--- src/rtl/fwd_stall_pkg.sv ---
package fwd_stall_pkg;

  localparam int unsigned N_FWD_ST = 4;
  localparam int unsigned SEL_W    = 3;

  typedef enum logic [1:0] {
    CLS_ALU   = 2'd0,
    CLS_MUL16 = 2'd1,
    CLS_MUL32 = 2'd2,
    CLS_LOAD  = 2'd3
  } res_cls_e;

  typedef enum logic [SEL_W-1:0] {
    SEL_RF  = 3'd0,
    SEL_EX  = 3'd1,
    SEL_X2  = 3'd2,
    SEL_MEM = 3'd3,
    SEL_WB  = 3'd4
  } fwd_sel_e;

  // first stage position (1 = execute .. 4 = writeback) holding the result
  function automatic int unsigned ready_pos(input res_cls_e cls);
    case (cls)
      CLS_ALU:   return 1;
      CLS_MUL16: return 2;
      CLS_MUL32: return 3;
      default:   return 4;
    endcase
  endfunction

endpackage

--- src/rtl/fwd_stage_ready.sv ---
module fwd_stage_ready
  import fwd_stall_pkg::*;
#(
  parameter int unsigned REG_W  = 5,
  parameter int unsigned ST_POS = 1
) (
  input  logic             valid_i,
  input  logic [REG_W-1:0] dest_i,
  input  logic [1:0]       cls_i,
  output logic             writes_o,
  output logic             ready_o
);

  res_cls_e cls;

  always_comb begin
    cls      = res_cls_e'(cls_i);
    writes_o = valid_i && (dest_i != '0);
    ready_o  = (ST_POS >= ready_pos(cls));
  end

endmodule

--- src/rtl/fwd_operand_resolve.sv ---
module fwd_operand_resolve
  import fwd_stall_pkg::*;
#(
  parameter int unsigned REG_W  = 5,
  parameter int unsigned N_ST   = N_FWD_ST
) (
  input  logic                 en_i,
  input  logic [REG_W-1:0]     src_i,
  input  logic [N_ST-1:0]      writes_i,
  input  logic [REG_W-1:0]     dest_i [N_ST],
  input  logic [N_ST-1:0]      ready_i,
  output logic [SEL_W-1:0]     sel_o,
  output logic                 hazard_o
);

  logic [N_ST-1:0] hit;

  for (genvar g = 0; g < N_ST; g++) begin : g_hit
    assign hit[g] = writes_i[g] && (dest_i[g] == src_i);
  end

  // scan oldest to youngest so the youngest hit wins
  always_comb begin
    sel_o    = SEL_RF;
    hazard_o = 1'b0;
    if (en_i && (src_i != '0)) begin
      for (int i = N_ST - 1; i >= 0; i--) begin
        if (hit[i]) begin
          sel_o    = ready_i[i] ? SEL_W'(i + 1) : SEL_RF;
          hazard_o = !ready_i[i];
        end
      end
    end
  end

  always_comb begin
    assert_sel_range_R1: assert (sel_o <= SEL_W'(N_ST));
    if (sel_o != SEL_RF)
      assert_no_r0_fwd_R2: assert (en_i && src_i != '0);
    if (hazard_o)
      assert_haz_no_fwd_R5: assert (sel_o == SEL_RF);
  end

endmodule

--- src/rtl/fwd_stall_gen.sv ---
module fwd_stall_gen (
  input  logic dec_valid_i,
  input  logic hazard_a_i,
  input  logic hazard_b_i,
  input  logic mem_busy_i,
  output logic stall_fd_o,
  output logic bubble_ex_o,
  output logic freeze_o
);

  logic dep_stall;

  always_comb begin
    dep_stall   = dec_valid_i && (hazard_a_i || hazard_b_i);
    freeze_o    = mem_busy_i;
    stall_fd_o  = dep_stall || mem_busy_i;
    bubble_ex_o = dep_stall && !mem_busy_i;
  end

endmodule

--- src/rtl/fwd_stall_ctrl.sv ---
module fwd_stall_ctrl
  import fwd_stall_pkg::*;
#(
  parameter int unsigned REG_W = 5
) (
  input  logic             dec_valid_i,
  input  logic             use_a_i,
  input  logic [REG_W-1:0] src_a_i,
  input  logic             use_b_i,
  input  logic [REG_W-1:0] src_b_i,
  input  logic             ex_valid_i,
  input  logic [REG_W-1:0] ex_dest_i,
  input  logic [1:0]       ex_cls_i,
  input  logic             x2_valid_i,
  input  logic [REG_W-1:0] x2_dest_i,
  input  logic [1:0]       x2_cls_i,
  input  logic             mem_valid_i,
  input  logic [REG_W-1:0] mem_dest_i,
  input  logic [1:0]       mem_cls_i,
  input  logic             wb_valid_i,
  input  logic [REG_W-1:0] wb_dest_i,
  input  logic [1:0]       wb_cls_i,
  input  logic             mem_busy_i,
  output logic [2:0]       fwd_sel_a_o,
  output logic [2:0]       fwd_sel_b_o,
  output logic             stall_fd_o,
  output logic             bubble_ex_o,
  output logic             freeze_o
);

  localparam int unsigned N_OPS = 2;

  logic [N_FWD_ST-1:0] st_valid, st_writes, st_ready;
  logic [REG_W-1:0]    st_dest [N_FWD_ST];
  logic [1:0]          st_cls  [N_FWD_ST];

  logic [N_OPS-1:0]    op_en, op_haz;
  logic [REG_W-1:0]    op_src [N_OPS];
  logic [SEL_W-1:0]    op_sel [N_OPS];

  // index 0 is youngest
  assign st_valid = {wb_valid_i, mem_valid_i, x2_valid_i, ex_valid_i};
  assign st_dest[0] = ex_dest_i;
  assign st_dest[1] = x2_dest_i;
  assign st_dest[2] = mem_dest_i;
  assign st_dest[3] = wb_dest_i;
  assign st_cls[0]  = ex_cls_i;
  assign st_cls[1]  = x2_cls_i;
  assign st_cls[2]  = mem_cls_i;
  assign st_cls[3]  = wb_cls_i;

  for (genvar s = 0; s < N_FWD_ST; s++) begin : g_stage
    fwd_stage_ready #(
      .REG_W  (REG_W),
      .ST_POS (s + 1)
    ) u_ready (
      .valid_i  (st_valid[s]),
      .dest_i   (st_dest[s]),
      .cls_i    (st_cls[s]),
      .writes_o (st_writes[s]),
      .ready_o  (st_ready[s])
    );
  end

  assign op_en  = {dec_valid_i && use_b_i, dec_valid_i && use_a_i};
  assign op_src[0] = src_a_i;
  assign op_src[1] = src_b_i;

  for (genvar o = 0; o < N_OPS; o++) begin : g_op
    fwd_operand_resolve #(
      .REG_W (REG_W),
      .N_ST  (N_FWD_ST)
    ) u_resolve (
      .en_i     (op_en[o]),
      .src_i    (op_src[o]),
      .writes_i (st_writes),
      .dest_i   (st_dest),
      .ready_i  (st_ready),
      .sel_o    (op_sel[o]),
      .hazard_o (op_haz[o])
    );
  end

  fwd_stall_gen u_stall (
    .dec_valid_i (dec_valid_i),
    .hazard_a_i  (op_haz[0]),
    .hazard_b_i  (op_haz[1]),
    .mem_busy_i  (mem_busy_i),
    .stall_fd_o  (stall_fd_o),
    .bubble_ex_o (bubble_ex_o),
    .freeze_o    (freeze_o)
  );

  assign fwd_sel_a_o = op_sel[0];
  assign fwd_sel_b_o = op_sel[1];

  always_comb begin
    if (freeze_o)
      assert_busy_no_bubble_R7: assert (!bubble_ex_o && stall_fd_o);
    if (!dec_valid_i)
      assert_idle_quiet_R8: assert (!bubble_ex_o && fwd_sel_a_o == 3'd0 && fwd_sel_b_o == 3'd0);
    if (bubble_ex_o)
      assert_bubble_has_wait_R6: assert (op_haz != '0 && stall_fd_o);
  end

endmodule

--- config.mk ---
export PLATFORM = sky130hd
export DESIGN_NAME = fwd_stall_ctrl
export DESIGN_NICKNAME = d
export VERILOG_FILES = /design/src/rtl/fwd_stall_pkg.sv /design/src/rtl/fwd_stage_ready.sv /design/src/rtl/fwd_operand_resolve.sv /design/src/rtl/fwd_stall_gen.sv /design/src/rtl/fwd_stall_ctrl.sv
export SDC_FILE = /design/constraint.sdc
export NUM_CORES = 1
export LEC_CHECK = 0
export ABC_AREA = 0
export BUFFER_PORTS_ARGS = -buffer_cell sky130_fd_sc_hd__buf_4
export CORE_UTILIZATION = 49
export DETAILED_ROUTE_END_ITERATION = 6
export PLACE_DENSITY = 0.94
export SLEW_MARGIN = 25
export SYNTH_ARGS = -nofsm -noshare
export SYNTH_HDL_FRONTEND = slang
export SYNTH_SLANG_ARGS = --single-unit
--- constraint.sdc ---
create_clock -name vclk -period 3.8
set_input_delay 0.95 -clock vclk [all_inputs]
set_output_delay 0.95 -clock vclk [all_outputs]
set_load 0.01 [all_outputs]
==> metrics <==
status finished with violations; failing checks design-rule violations; Hold Slack 2.103 ns; highest cell delay on the worst timing path 0.55 ns; part of the cycle the worst path needs 93.54%; dpl ws 0.2504 ns; WL/cell 14.73 um; GRT overflow 0; HPWL Detailed 2228 um; DR vias 1008; Netlist cell types 34; Setup TNS 0 ns; die area 0.001886 mm2; critical path launch point ex_dest_i[1]; cell taking the most area after synthesis xnor2_1; worst-margin pin slew 0.7630 ns; critical path fanouts, max 3; hold-fix buffers at CTS 0; Design Power 0.1230 mW; FFs & Latches 0; Crit. End Element output port; crit path kind in -> out; cell family with most CP delay simple AND/OR/NAND/NOR gates; Seq/Total Area, Yosys 0%; CLK BUF 0; fill count 126; Final ANT Viol Nets 0; Setup Viol. Count Final 0; largest net degree at the start of global routing 7; initial DRC count 20; Placer Congestion 0.8521; share of Yosys cell area claimed by the top area cell type 29.17%; normalized max-slew margin 48.66%; Slew Viols, Final 0; share of cells above drive strength 1 39.35%; Synth area leaders xnor2_1 (29%), xor2_1 (12%), nor4_1 (5.2%); Core Area 0.001559 mm2; cell breakdown of the critical path buf_4 -> or4_4 -> o211ai_2 -> nor3_1 -> nand3b_4 -> o22a_1 -> a21oi_2 -> buf_4; HP Start mem_busy_i; fin worst setup slack 0.2454 ns; Post-Syn Area 840.8 um2; initial antenna violation count 0; Avg Cell Area, Syn 7.311 um2; yosys warns 0; Rows 14; Critical-path top delay cell or4_4; VDD IR-drop max 0.07086 mV; # DRC 8; Sequential Area 0 um2; Final #Nets 203; Buf/Inv on CP 2; die width 43.43 um; diode count 0; Tmin final 3.555 ns; Fmax achieved 281.3 MHz; DRT Pass-1 Iters 6; Layout area overhead 42.11%; most common cell in the netlist xnor2_1; setup bufs post-CTS 0; Post-Layout Cell Count 171; most used cell, CP buf_4; Worst Path Arrival 2.60 ns; MaxCap Viol Count 0; PwrDens 102.9 mW/mm2; number of buffers added on ports 52; Final Hold Violating Endpoints 0; HP Class in -> out; Startpoint Class primary input; count of boundary I/O pins 55; Required @ worst endpoint 2.85 ns; static leakage 0.4875 nW; Initial Util 53.93%; placed instance count 171; total track usage 27.64%; RSZ-0062 raised after global routing no; first-pass GRT wire length 4077 um; die height 43.43 um; Vias/cell 5.895; Commonest cells post-synth xnor2_1 (28), xor2_1 (12), clkbuf_1 (7), nor4_1 (7); Net Count, Synth 161; routed wire length 2519 um; Resize count post-CTS 0; Synth Instances 115; vias in the first global route 994
[cell families after synthesis]
logic type	Yosys count	share of synthesized area, %
and+or+nand+nor	43	32.44
AOI/OAI and AO/OA	18	18.30
xor gates and xnor gates	40	41.67
buffers and inverters	14	7.589
[path summary, 6_finish.rpt]
path	endpoint	slack, ns	depth (start not counted)
setup / recovery	bubble_ex_o	0.25	8
hold / removal	freeze_o	2.10	2
[stage by stage]
stage	area, um2	util (%)
global route	1195	76.65
floorplan	840.8	-
CTS	1195	76.65
global placement	1195	76.65
finish	1195	76.65
detailed placement	1195	76.65
[final cells by class]
| type | instances | area (um2) | area share (%) |
|---|---|---|---|
| inverter | 2 | 7.507 | 0.6283 |
| multi-input combinational | 101 | 777.0 | 65.03 |
| tap | 16 | 20.02 | 1.675 |
| timing repair buffer | 52 | 390.4 | 32.67 |
[per-layer routing]
| layer | vias up | GRT usage (%) | wire length (um) |
|---|---|---|---|
| met4 | 0 | 6.250 | 30 |
| li1 | 493 | - | - |
| met1 | 456 | 32.25 | 1000 |
| met5 | - | 0 | 0 |
| met2 | 55 | 54.85 | 1315 |
| met3 | 4 | 0.8333 | 173 |
[cells in the final DEF (no fill, tap or decap), drive strengths merged]
cell,n
nor3,6
and2,2
o21ai,3
nand4,4
o31ai,1
xnor2,28
o22a,2
nand2b,1
a31oi,1
nand2,3
o211a,1
nand3,6
or3,3
o32a,1
o211ai,3
o21a,2
inv,2
o311a,1
nor2,4
nor4,7
buf,52
a21bo,1
a21oi,1
xor2,12
or4,5
nand3b,2
a2bb2oi,1
[power breakdown]
part	total [mW]	internal (mW)	switching [mW]
clock	0	0	0
combinational	0.123	0.0661	0.0569
sequential	0	0	0
total	0.123	0.0661	0.0569
Power figures use the tool's default switching activity.
